[src/rtl/exc_pkg.sv]
package exc_pkg;
  localparam int unsigned WORD_W   = 32;
  localparam int unsigned SEL_W    = 16;
  localparam int unsigned DESC_W   = 64;
  localparam int unsigned FRAME_N  = 5;
  localparam int unsigned IDX_W    = $clog2(FRAME_N);
  localparam int unsigned TF_BIT   = 8;
  localparam int unsigned STEP_VEC = 1;

  typedef enum logic [1:0] {
    EK_FAULT = 2'd0,
    EK_TRAP  = 2'd1,
    EK_INTR  = 2'd2,
    EK_STEP  = 2'd3
  } ev_kind_e;

  typedef enum logic [2:0] {
    ST_IDLE,
    ST_RDREQ,
    ST_RDWAIT,
    ST_PUSH,
    ST_DONE
  } seq_state_e;
endpackage

[src/rtl/exc_gate_addr.sv]
module exc_gate_addr #(
  parameter int unsigned ADDR_W = 32,
  parameter int unsigned VEC_W  = 8,
  parameter int unsigned GP_VEC = 13
) (
  input  logic [ADDR_W+15:0] dtr,
  input  logic [VEC_W-1:0]   vec_in,
  output logic [ADDR_W-1:0]  gate_addr,
  output logic [VEC_W-1:0]   vec_eff,
  output logic               redirect
);
  localparam int unsigned LIM_W = 16;

  logic [ADDR_W-1:0] base;
  logic [ADDR_W-1:0] limit;
  logic [ADDR_W-1:0] last_byte;

  always_comb begin
    base      = dtr[ADDR_W+LIM_W-1:LIM_W];
    limit     = ADDR_W'(dtr[LIM_W-1:0]);
    last_byte = ADDR_W'({vec_in, 3'b111});
    redirect  = last_byte > limit;
    vec_eff   = redirect ? VEC_W'(GP_VEC) : vec_in;
    gate_addr = base + (ADDR_W'(vec_eff) << 3);
  end
endmodule

[src/rtl/exc_gate_split.sv]
module exc_gate_split
  import exc_pkg::*;
(
  input  logic [DESC_W-1:0] desc,
  output logic [SEL_W-1:0]  sel,
  output logic [WORD_W-1:0] off,
  output logic [15:0]       attr
);
  always_comb begin
    off  = {desc[63:48], desc[15:0]};
    sel  = desc[31:16];
    attr = desc[47:32];
  end
endmodule

[src/rtl/exc_push_seq.sv]
module exc_push_seq
  import exc_pkg::*;
#(
  parameter int unsigned ADDR_W = 32
) (
  input  logic                      clk,
  input  logic                      rst_n,
  input  logic                      start,
  input  logic [IDX_W-1:0]          first_idx,
  input  logic [ADDR_W-1:0]         sp_start,
  input  logic [FRAME_N*WORD_W-1:0] words_flat,
  input  logic                      wr_ready,
  output logic                      wr_valid,
  output logic [ADDR_W-1:0]         wr_addr,
  output logic [WORD_W-1:0]         wr_data,
  output logic                      done
);
  localparam logic [IDX_W-1:0] LAST_IDX  = IDX_W'(FRAME_N - 1);
  localparam logic [ADDR_W-1:0] SLOT_B   = ADDR_W'(WORD_W / 8);

  logic [WORD_W-1:0] word_arr [FRAME_N];
  logic              active_q;
  logic [IDX_W-1:0]  idx_q;
  logic [ADDR_W-1:0] sp_q;

  for (genvar g = 0; g < FRAME_N; g++) begin : g_unpack
    assign word_arr[g] = words_flat[g*WORD_W +: WORD_W];
  end

  always_comb begin
    wr_data = '0;
    for (int i = 0; i < FRAME_N; i++) begin
      if (idx_q == IDX_W'(i)) wr_data = word_arr[i];
    end
  end

  assign wr_valid = active_q;
  assign wr_addr  = sp_q;
  assign done     = active_q && wr_ready && (idx_q == LAST_IDX);

  always_ff @(posedge clk) begin
    if (!rst_n) begin
      active_q <= 1'b0;
      idx_q    <= '0;
      sp_q     <= '0;
    end else if (start) begin
      active_q <= 1'b1;
      idx_q    <= first_idx;
      sp_q     <= sp_start - SLOT_B;
    end else if (active_q && wr_ready) begin
      if (idx_q == LAST_IDX) begin
        active_q <= 1'b0;
      end else begin
        idx_q <= idx_q + 1'b1;
        sp_q  <= sp_q - SLOT_B;
      end
    end
  end

  p_wr_hold_r10: assert property (@(posedge clk) disable iff (!rst_n)
    wr_valid && !wr_ready |=> wr_valid && $stable(wr_addr) && $stable(wr_data));

  p_wr_descend_r4: assert property (@(posedge clk) disable iff (!rst_n)
    wr_valid && wr_ready && !done |=> wr_valid && (wr_addr == $past(wr_addr) - SLOT_B));

  p_no_restart_r9: assert property (@(posedge clk) disable iff (!rst_n)
    wr_valid |-> !start);
endmodule

[src/rtl/exc_entry_seq.sv]
module exc_entry_seq
  import exc_pkg::*;
#(
  parameter int unsigned ADDR_W = 32,
  parameter int unsigned VEC_W  = 8,
  parameter int unsigned GP_VEC = 13
) (
  input  logic              clk,
  input  logic              rst_n,
  input  logic              ev_valid,
  output logic              ev_ready,
  input  logic [1:0]        ev_kind,
  input  logic [VEC_W-1:0]  ev_vector,
  input  logic [ADDR_W-1:0] ev_ip_cur,
  input  logic [ADDR_W-1:0] ev_ip_next,
  input  logic              ev_user,
  input  logic [15:0]       cur_cs,
  input  logic [15:0]       cur_ss,
  input  logic [ADDR_W-1:0] cur_esp,
  input  logic [31:0]       cur_eflags,
  input  logic [15:0]       tss_ss0,
  input  logic [ADDR_W-1:0] tss_esp0,
  input  logic [ADDR_W+15:0] dtr,
  output logic              rd_valid,
  input  logic              rd_ready,
  output logic [ADDR_W-1:0] rd_addr,
  input  logic              rsp_valid,
  input  logic [63:0]       rsp_data,
  output logic              wr_valid,
  input  logic              wr_ready,
  output logic [ADDR_W-1:0] wr_addr,
  output logic [31:0]       wr_data,
  output logic              hnd_valid,
  input  logic              hnd_ready,
  output logic [15:0]       hnd_cs,
  output logic [31:0]       hnd_off,
  output logic [15:0]       hnd_attr,
  output logic [15:0]       hnd_ss,
  output logic [ADDR_W-1:0] hnd_esp,
  output logic [VEC_W-1:0]  hnd_vector,
  output logic              busy
);
  localparam logic [ADDR_W-1:0] SLOT_B   = ADDR_W'(WORD_W / 8);
  localparam logic [IDX_W-1:0]  USER_IDX = '0;
  localparam logic [IDX_W-1:0]  KERN_IDX = IDX_W'(2);

  seq_state_e state_q;
  ev_kind_e   kind_in;

  logic              accept, step_ev, step_drop;
  logic [VEC_W-1:0]  vec_req, vec_eff;
  logic [ADDR_W-1:0] gate_addr;
  logic              redirect;
  logic [WORD_W-1:0] ret_ip;

  logic [ADDR_W-1:0]         gate_addr_q;
  logic [VEC_W-1:0]          vec_q;
  logic                      user_q;
  logic [ADDR_W-1:0]         sp_start_q;
  logic [ADDR_W-1:0]         esp_end_q;
  logic [15:0]               ss_q;
  logic [FRAME_N*WORD_W-1:0] frame_q;
  logic [DESC_W-1:0]         desc_q;

  logic push_start, push_done;

  assign kind_in   = ev_kind_e'(ev_kind);
  assign ev_ready  = (state_q == ST_IDLE);
  assign accept    = ev_valid && ev_ready;
  assign step_ev   = (kind_in == EK_STEP);
  assign step_drop = step_ev && !cur_eflags[TF_BIT];
  assign vec_req   = step_ev ? VEC_W'(STEP_VEC) : ev_vector;
  assign ret_ip    = ((kind_in == EK_FAULT) || redirect) ? WORD_W'(ev_ip_cur) : WORD_W'(ev_ip_next);

  exc_gate_addr #(
    .ADDR_W (ADDR_W),
    .VEC_W  (VEC_W),
    .GP_VEC (GP_VEC)
  ) i_gate_addr (
    .dtr       (dtr),
    .vec_in    (vec_req),
    .gate_addr (gate_addr),
    .vec_eff   (vec_eff),
    .redirect  (redirect)
  );

  always_ff @(posedge clk) begin
    if (!rst_n) begin
      state_q     <= ST_IDLE;
      gate_addr_q <= '0;
      vec_q       <= '0;
      user_q      <= 1'b0;
      sp_start_q  <= '0;
      esp_end_q   <= '0;
      ss_q        <= '0;
      frame_q     <= '0;
      desc_q      <= '0;
    end else begin
      case (state_q)
        ST_IDLE: begin
          if (accept && !step_drop) begin
            state_q     <= ST_RDREQ;
            gate_addr_q <= gate_addr;
            vec_q       <= vec_eff;
            user_q      <= ev_user;
            sp_start_q  <= ev_user ? tss_esp0 : cur_esp;
            esp_end_q   <= ev_user ? (tss_esp0 - SLOT_B * ADDR_W'(5))
                                   : (cur_esp - SLOT_B * ADDR_W'(3));
            ss_q        <= ev_user ? tss_ss0 : cur_ss;
            frame_q     <= {ret_ip,
                            WORD_W'(cur_cs),
                            WORD_W'(cur_eflags),
                            WORD_W'(cur_esp),
                            WORD_W'(cur_ss)};
          end
        end
        ST_RDREQ:  if (rd_ready) state_q <= ST_RDWAIT;
        ST_RDWAIT: begin
          if (rsp_valid) begin
            desc_q  <= rsp_data;
            state_q <= ST_PUSH;
          end
        end
        ST_PUSH:   if (push_done) state_q <= ST_DONE;
        ST_DONE:   if (hnd_ready) state_q <= ST_IDLE;
        default:   state_q <= ST_IDLE;
      endcase
    end
  end

  assign push_start = (state_q == ST_RDWAIT) && rsp_valid;
  assign rd_valid   = (state_q == ST_RDREQ);
  assign rd_addr    = gate_addr_q;
  assign busy       = (state_q == ST_RDREQ) || (state_q == ST_RDWAIT) || (state_q == ST_PUSH);
  assign hnd_valid  = (state_q == ST_DONE);
  assign hnd_ss     = ss_q;
  assign hnd_esp    = esp_end_q;
  assign hnd_vector = vec_q;

  exc_push_seq #(
    .ADDR_W (ADDR_W)
  ) i_push (
    .clk        (clk),
    .rst_n      (rst_n),
    .start      (push_start),
    .first_idx  (user_q ? USER_IDX : KERN_IDX),
    .sp_start   (sp_start_q),
    .words_flat (frame_q),
    .wr_ready   (wr_ready),
    .wr_valid   (wr_valid),
    .wr_addr    (wr_addr),
    .wr_data    (wr_data),
    .done       (push_done)
  );

  exc_gate_split i_split (
    .desc (desc_q),
    .sel  (hnd_cs),
    .off  (hnd_off),
    .attr (hnd_attr)
  );

  p_ready_busy_r9: assert property (@(posedge clk) disable iff (!rst_n)
    busy |-> !ev_ready);

  p_result_quiet_r9: assert property (@(posedge clk) disable iff (!rst_n)
    hnd_valid |-> !busy && !wr_valid && !rd_valid && !ev_ready);

  p_rd_hold_r10: assert property (@(posedge clk) disable iff (!rst_n)
    rd_valid && !rd_ready |=> rd_valid && $stable(rd_addr));

  p_hnd_hold_r10: assert property (@(posedge clk) disable iff (!rst_n)
    hnd_valid && !hnd_ready |=> hnd_valid && $stable(hnd_cs) && $stable(hnd_off) && $stable(hnd_esp));

  p_step_drop_r3: assert property (@(posedge clk) disable iff (!rst_n)
    accept && step_drop |=> !busy && !rd_valid && ev_ready);

  p_gp_vector_r8: assert property (@(posedge clk) disable iff (!rst_n)
    accept && !step_drop && redirect |=> hnd_vector == VEC_W'(GP_VEC));
endmodule

[config.mk]
export PLATFORM = sky130hd
export DESIGN_NAME = exc_entry_seq
export DESIGN_NICKNAME = d
export VERILOG_FILES = /design/src/rtl/exc_pkg.sv /design/src/rtl/exc_gate_addr.sv /design/src/rtl/exc_gate_split.sv /design/src/rtl/exc_push_seq.sv /design/src/rtl/exc_entry_seq.sv
export SDC_FILE = /design/constraint.sdc
export NUM_CORES = 1
export LEC_CHECK = 0
export BUFFER_PORTS_ARGS = -buffer_cell sky130_fd_sc_hd__buf_2
export CAP_MARGIN = 20
export CORE_AREA = 3 3 215 217
export CTS_CLUSTER_SIZE = 10
export DETAILED_ROUTE_END_ITERATION = 16
export DIE_AREA = 0 0 218 220
export HOLD_SLACK_MARGIN = 0.03
export PLACE_DENSITY_LB_ADDON = 0.2
export SLEW_MARGIN = 10
export SYNTH_ARGS = -nofsm -noshare
export SYNTH_HDL_FRONTEND = slang
export SYNTH_SLANG_ARGS = --single-unit
export TNS_END_PERCENT = 10
[constraint.sdc]
create_clock -name clk -period 12.24 [get_ports clk]
set_clock_uncertainty 0.05 [all_clocks]
set_input_delay 2.448 -clock clk [delete_from_list [all_inputs] [get_ports clk]]
set_output_delay 2.448 -clock clk [all_outputs]
set_load 0.01 [all_outputs]
==> run summary, run 1 <==
#FFs+latches synth: 350
Hold/Removal Path Class: reg2reg
Max Clk Rate: 151 MHz
Area growth syn-to-layout: 24.4%
Wirelength per Cell: 19.8 µm
PortBufs: 558
Seq pwr share: 0.380
Hold WS: 0.400 ns
DRC: 0
Mapped Cells: 2,286
Critical path required time: 12.63 ns
Clock network power share: 0.302
Clock tree sinks: 350
Die width: 218 µm
Vias in the first global route: 17,300
Initial antenna violation count: 25
Initial Utilization: 0.400
Post-layout nets: 3,092
Number of synthesized flops with an enable pin: 0
GP Congestion: 0.879
Fin worst setup slack: 5.63 ns
Std cell rows: 77
Most used DFF post-synth: dfxtp_1
Status: finished clean
I/O pin cnt: 559
Reg clk slew, reported paths: 0.05 ns
Post-CTS Setup Repair Bufs: 0
Router iterations before antenna repair: 5
Post-DP HPWL: 49,000 µm
Die span in y: 220 µm
Tot GR Track Use: 0.263
Layout cells sized above 1: 0.245
Yosys top cell area share: 0.396
DR iter-0 viols: 1,104
Fin area: 0.0220 mm²
Max Cap Viol: 0
RSZ-0062 raised after global routing: no
Max_slew headroom: 0.187
Critical path capture point: rd_addr[26]
FF-to-FF Start: state_q[1]
Post-synth top cells: nand2_1, dfxtp_1, a21oi_1, nor2_1, clkbuf_1
Clk_lat worst skew: 0.56 ns
CTS tree: built
Synth warn: 0
Post-layout util: 0.497
Top post-synthesis cells by area: dfxtp_1, nand2_1, a21oi_1, a211oi_1, nor2_1
Count leader, synth: nand2_1
# hold bufs at CTS: 0
Maximum number of pins on one net before global-route repair: 210
Die Area: 0.0480 mm²
Power per standard cell area: 172 mW/mm²
P_int: 2.42 mW
Global route overflow: 0
H-Tree Depth: 2
CP max FO: 17
P_sw: 1.37 mW
Placed instance area: 0.0208 mm²
Worst EP arrival: 7.01 ns
Placed insts: 3,275
Final setup viols: 0
R2R Path End: i_push.wr_addr[21]
Routed vias: 18,200
Post-Layout Cell Count: 3,353
Crit path from: ev_kind[0]
Pins Over Slew Limit: 0
VDD IR max: 0.000103 V
Period utilisation layout: 0.540
Setup Crit Path Kind: in2reg
R2r setup slk: 8.31 ns
Combinational Power Share: 0.318
Seq/Total Area, Yosys: 0.396
Avg Inst Size Synth: 7.75 µm²
Cell taking the most area after synthesis: dfxtp_1
DP Worst Slack: 5.06 ns
CORE AREA: 0.0443 mm²
CTS resizes: 0
Pwr Total: 3.79 mW
Worst r2r path cells: 7
CTS root buffer: clkbuf_16
Static Leak: 9.25 nW
Measured slew at the worst slew-check pin: 1.22 ns
Final min period: 6.61 ns
First-pass GRT wire length: 99,800 µm
Syn_nets: 2,649
Vias/cell: 5.44
Final ANT Viol Nets: 0
Routed wire length: 66,500 µm
Yosys cell types: 78
Final hold vios: 0
Fraction of registers with async set/reset: 0
Switching share of power: 0.362
Mapped Area: 0.0177 mm²
Critical Path End Type: flop
Max Root-Sink Buffers: 3
Setup TNS: 0 ns
Total CTS buffers: 43
Startpoint types: input port
flip-flops by register name (all words and copies together), names as in the netlist, 3 cells and up:
name,cells
frame_q,128
desc_q,64
i_push.wr_addr,32
rd_addr,32
sp_start_q,32
hnd_esp,30
hnd_ss,16
hnd_vector,8
i_push.idx_q,3
state_q,3
logic make-up after synthesis:
logic type / after synthesis / synth area share
flip-flops: 350 / 0.396
adder cells (fa/ha/maj): 25 / 0.0181
multiplexers: 73 / 0.0417
XOR/XNOR: 112 / 0.0554
AND/OR/NAND/NOR: 946 / 0.244
buffers and inverters: 209 / 0.0468
AO/OA/AOI/OAI: 571 / 0.198
cell usage in the layout (no fill, tap or decap), types with 54 or more instances in the layout:
cell type,n
xor2_1,55
nand3_1,55
nand2_1,470
dfxtp_1,350
nor3_1,54
nor4_1,56
a211oi_1,108
xnor2_1,57
o21ai_0,99
mux2i_1,66
a21oi_1,246
nor2_1,181
buf_2,557
how the worst min path moves through the flow:
stage / startpoint / end / slack [ns] / cells after the start
2_1_floorplan: frame_q[48] / frame_q[48] / 0.39 / 2
3_3_place_gp: desc_q[40] / desc_q[40] / 0.39 / 2
3_5_place_dp: desc_q[52] / desc_q[52] / 0.40 / 2
4_1_cts: desc_q[52] / desc_q[52] / 0.40 / 2
5_1_grt: desc_q[20] / desc_q[20] / 0.41 / 2
6_report: hnd_esp[17] / hnd_esp[17] / 0.40 / 2
metal layers:
layer	vias up	routed length (µm)	track usage
li1	8944	-	-
met1	8536	27400	0.322
met2	624	32300	0.452
met3	126	4420	0.0579
met4	16	2160	0.100
met5	-	98	0
worst max-delay path, stage by stage:
cell	delay (ns)
buf_2	0.12
nand2_1	0.22
nand2_1	0.24
inv_1	0.06
ha_1	0.29
nand3_1	0.14
a21oi_1	0.05
o311ai_0	0.57
a21o_1	0.54
and2_1	0.26
ha_1	0.26
a211oi_1	0.33
o21ai_0	0.23
a21oi_1	0.63
nor3_1	0.19
a311oi_1	0.31
nor3_1	0.08
area by class of cell:
type	count	area (µm²)
fill	4460	22300
multi-input combinational	1727	9940
sequential	350	7010
timing repair buffer	581	2990
clock buffer	54	1160
tap	592	741
inverter	26	105
clock inverter	7	50.0
antenna	16	40.0
power by group through the flow:
stage          Sequential (mW)  Combinational (mW)  Clock, mW
2_1_floorplan             1.45               0.796          0
3_3_place_gp              1.45                1.18          0
3_5_place_dp              1.46                1.20          0
4_1_cts                   1.44                1.20       1.18
5_1_grt                   1.46                1.34       1.22
6_report                  1.44                1.20       1.15
(Power assumes the default switching activity.)
==> run 2, diff against run 1 <==
Clock period 12.24 ns to 6.5 ns, I/O delays scaled along.
==> run summary, run 2 (same netlist as run 1, synthesis figures left out) <==
Clk_lat worst skew: 0.58 ns
R2r setup slk: 2.58 ns
Std cell rows: 77
Critical Path End Type: flop
Routed vias: 18,500
Tot GR Track Use: 0.267
DP Worst Slack: 0.816 ns
Hold/Removal Path Class: reg2reg
Max Clk Rate: 196 MHz
Initial Utilization: 0.400
Startpoint types: input port
Worst EP arrival: 5.47 ns
Largest Register: frame_q
Status: finished clean
Final hold vios: 0
Setup Crit Path Kind: in2reg
Pins Over Slew Limit: 0
Biggest regs: frame_q x128, desc_q x64
Max Cap Viol: 0
Slowest stage delay, CP: 0.54 ns
Die span in y: 220 µm
Grt met3 use: 0.0593
Router iterations before antenna repair: 6
First-pass GRT wire length: 101,000 µm
Met1 usage: 0.324
Setup TNS: 0 ns
CP max stage cell: o311ai_0
CTS root buffer: clkbuf_16
Maximum number of pins on one net before global-route repair: 215
Period utilisation layout: 0.784
Worst path cell trace: buf_2 -> nand2_1 -> nand2_1 -> inv_1 -> ha_1 -> nand3_1 -> a21oi_1 -> o311ai_0 -> a21o_1 -> nand2_1 -> ha_1 -> fa_1 -> a21oi_1 -> o211ai_1 -> o21bai_1 -> nor3b_1 -> mux2i_1 -> a21oi_1
Vias in the first global route: 17,700
Fin worst setup slack: 1.40 ns
Global route overflow: 0
H-Tree Depth: 2
GP Congestion: 0.892
DR iter-0 viols: 1,150
I/O pin cnt: 559
Die width: 218 µm
CTS tree: built
Final setup viols: 0
Critical path required time: 6.88 ns
Vias/cell: 5.50
Area growth syn-to-layout: 25.1%
# hold bufs at CTS: 0
Initial antenna violation count: 19
RSZ-0062 raised after global routing: no
Max Root-Sink Buffers: 3
Power per standard cell area: 329 mW/mm²
Met2 Resource Use GR: 0.468
Layout cells sized above 1: 0.247
CTS resizes: 0
Largest register FFs: 128
Die Area: 0.0480 mm²
Post-layout nets: 3,100
DRC: 0
Measured slew at the worst slew-check pin: 1.00 ns
Routed wire length: 67,300 µm
Max_slew headroom: 0.333
VDD IR max: 0.000213 V
CORE AREA: 0.0443 mm²
Final ANT Viol Nets: 0
Clock tree sinks: 350
Reg clk slew, reported paths: 0.06 ns
CP max FO: 17
Wirelength per Cell: 20.0 µm
Commonest non-fill, non-tap cells in the layout: buf_2, nand2_1, dfxtp_1
Commonest non-fill, non-tap cell in the layout: buf_2
Layer with the highest usage: met2
Post-DP HPWL: 49,900 µm
PortBufs: 558
Post-CTS Setup Repair Bufs: 0
Total CTS buffers: 44
Static Leak: 9.33 nW
Final min period: 5.10 ns
-- run 2: changes by cell type in the layout (fill, tap and decap cells not counted), moves of 2 or more --
cell / before / now
buf_4: 22 / 29
clkbuf_1: 7 / 10
diode_2: 16 / 9
inv_6: 3 / 1
-- run 2: metal layers --
| layer | routed length (µm) | vias to the layer above |
|---|---|---|
| met5 | 140 | - |
| met4 | 2160 | 20 |
| met3 | 4660 | 137 |
| met2 | 33100 | 684 |
| met1 | 27200 | 8676 |
| li1 | - | 8964 |
-- run 2: layout make-up --
type / count / area [µm²]
fillers: 4425 / 22200
multi-input cells: 1727 / 9940
flip-flops and latches: 350 / 7010
repair buffers: 588 / 3050
clock buffers: 58 / 1190
well taps: 592 / 741
inverters: 26 / 105
clock inverters: 9 / 104
diodes: 9 / 22.5
-- run 2: final timing paths --
check | start | endpoint | cells past startpoint
hold reg to reg | desc_q[63] | desc_q[63] | 2
setup reg to reg | state_q[0] | i_push.wr_addr[22] | 8
hold / removal | desc_q[63] | desc_q[63] | 2
setup / recovery | ev_kind[0] | rd_addr[31] | 18
-- run 2: metrics by stage --
| stage | util | hold WS (ns) | power (mW) | std cells | instance area (µm²) |
|---|---|---|---|---|---|
| final | 0.500 | 0.400 | 7.30 | 3359 | 22200 |
| after CTS | 0.499 | 0.402 | 7.33 | 3347 | 22100 |
| after detailed placement | 0.470 | 0.395 | 5.03 | 3280 | 20800 |
| after floorplan | - | 0.386 | 4.23 | 2286 | 17700 |
| after global placement | 0.470 | 0.388 | 4.99 | 3280 | 20800 |
| after global routing | 0.500 | 0.418 | 7.73 | 3357 | 22200 |
-- run 2: power by group --
| group | switching [mW] | leakage (nW) | total [mW] | internal, mW |
|---|---|---|---|---|
| clock | 0.958 | 0.638 | 2.28 | 1.32 |
| combinational | 1.43 | 5.82 | 2.31 | 0.878 |
| sequential | 0.252 | 2.87 | 2.71 | 2.46 |
| total | 2.64 | 9.33 | 7.30 | 4.66 |
-- run 2: critical path: cells and delay by family --
family / cells / cell delay, ns
multiplexers: 1 / 0.17
adder cells (fa/ha/maj): 3 / 0.96
AND/OR/NAND/NOR: 5 / 0.82
AO/OA/AOI/OAI: 7 / 2.03
buffers and inverters: 2 / 0.19
==> run 3, diff against run 2 <==
Clock period 6.5 ns to 4.25 ns, I/O delays scaled along.
==> run summary, run 3 (same netlist as run 1, synthesis figures left out) <==
Commonest non-fill, non-tap cell in the layout: buf_2
VDD IR max: 0.000339 V
First-pass GRT wire length: 99,800 µm
Tot GR Track Use: 0.264
P_int: 7.24 mW
DP Worst Slack: -0.319 ns
Hold Crit Start: desc_q[5]
Period utilisation layout: 0.923
Static Leak: 9.53 nW
Biggest regs: frame_q x128, desc_q x64
Placed instance area: 0.0211 mm²
Initial antenna violation count: 23
GP Congestion: 0.888
Routed wire length: 67,100 µm
Switching share of power: 0.356
Seq pwr share: 0.369
Max_slew headroom: 0.379
CTS tree: built
Largest Register: frame_q
Final setup viols: 0
Post-layout nets: 3,138
Post-DP HPWL: 50,300 µm
Total CTS buffers: 44
Final min period: 3.92 ns
CTS root buffer: clkbuf_16
H-Tree Depth: 2
Combinational Power Share: 0.317
Wirelength per Cell: 19.7 µm
Clk_lat worst skew: 0.57 ns
Std cell rows: 77
Hold/Removal Path Class: reg2reg
Fin area: 0.0225 mm²
Setup Crit Path Kind: in2reg
I/O pin cnt: 559
Critical Path End Type: flop
Vias/cell: 5.48
Max Clk Rate: 255 MHz
Worst EP arrival: 4.37 ns
Largest register FFs: 128
Die span in y: 220 µm
Worst r2r path cells: 8
P_sw: 4.01 mW
RSZ-0062 raised after global routing: no
Reg clk slew, reported paths: 0.05 ns
CORE AREA: 0.0443 mm²
Measured slew at the worst slew-check pin: 0.931 ns
Clock network power share: 0.314
CP max FO: 8
Max Root-Sink Buffers: 3
Clock tree sinks: 350
R2R Path End: i_push.wr_addr[22]
Status: finished clean
DR iter-0 viols: 1,304
R2r setup slk: 0.95 ns
Routed vias: 18,600
Final hold vios: 0
WHS Path Cells: 2
Vias in the first global route: 17,600
Power per standard cell area: 500 mW/mm²
Die Area: 0.0480 mm²
Maximum number of pins on one net before global-route repair: 97
PortBufs: 558
DRC: 0
Fin worst setup slack: 0.327 ns
Die width: 218 µm
Setup TNS: 0 ns
Router iterations before antenna repair: 5
Hold path endpoint: desc_q[5]
Max Cap Viol: 0
Critical path required time: 4.69 ns
Area growth syn-to-layout: 27.2%
FF-to-FF Start: state_q[0]
Final ANT Viol Nets: 0
Initial Utilization: 0.400
Pins Over Slew Limit: 0
Startpoint types: input port
Layout cells sized above 1: 0.258
Global route overflow: 0
Commonest non-fill, non-tap cells in the layout: buf_2, nand2_1, dfxtp_1
run 3: changes by cell type in the layout (fill, tap and decap cells not counted), moves of 2 or more:
cell      delta
clkinv_2     -2
clkbuf_8     +3
buf_12       +3
buf_4       +35
diode_2      +6
run 3: worst max path at each step:
stage                     slack [ns]  startpoint  depth (start not counted)     endpoint
final                           0.33  ev_kind[1]                         18  rd_addr[25]
after global routing            0.02  ev_kind[1]                         18  rd_addr[25]
after CTS                       0.29  ev_kind[1]                         18  rd_addr[25]
after detailed placement       -0.32  ev_kind[1]                         17  rd_addr[13]
after global placement         -0.19  ev_kind[1]                         17  rd_addr[17]
after floorplan                 0.06  ev_kind[0]                         18  rd_addr[21]
run 3: worst max-delay path, stage by stage:
cell	delay, ns
buf_2	0.12
nand2_1	0.16
and2_1	0.23
ha_1	0.30
nand3_1	0.10
buf_4	0.15
o31ai_1	0.33
a21o_1	0.22
nand2_1	0.07
ha_1	0.21
fa_1	0.41
a21oi_1	0.24
o211ai_1	0.20
o21bai_1	0.24
buf_4	0.18
o311a_1	0.15
a21oi_1	0.04
a21oi_1	0.17
run 3: what timing repair did:
item / 4_1_cts / 5_1_grt
endpoints found under the setup margin: 0 / 6
resized for setup: 0 / 0
hold endpoints to repair: 0 / 0
hold buffers: 0 / 0
setup buffers: 0 / 2
run 3: power by group through the flow:
stage | logic (mW) | registers [mW] | clock network, mW
after detailed placement | 3.56 | 4.21 | 0
after CTS | 3.57 | 4.15 | 3.61
after global placement | 3.52 | 4.20 | 0
final | 3.57 | 4.15 | 3.53
after floorplan | 2.29 | 4.18 | 0
after global routing | 3.95 | 4.21 | 3.74
run 3: per-layer routing:
layer	vias up	track usage	wire length, µm
met2	650	0.461	33200
li1	9065	-	-
met4	20	0.0972	2010
met5	-	0	106
met1	8775	0.316	27000
met3	136	0.0618	4760
run 3: layout make-up:
class | count | area [µm²]
diodes | 15 | 37.5
flip-flops and latches | 350 | 7010
repair buffers | 626 | 3370
clock inverters | 6 | 66.3
well taps | 592 | 741
multi-input cells | 1727 | 9940
fillers | 4447 | 21800
clock buffers | 62 | 1260
inverters | 26 | 105
run 3: metrics by stage:
step,power (mW),hold slack (ns),instances,utilization
floorplan,6.47,0.386,2286,-
global placement,7.71,0.389,3319,0.477
detailed placement,7.77,0.390,3319,0.477
CTS,11.3,0.401,3387,0.507
global route,11.9,0.415,3399,0.508
finish,11.3,0.398,3404,0.508
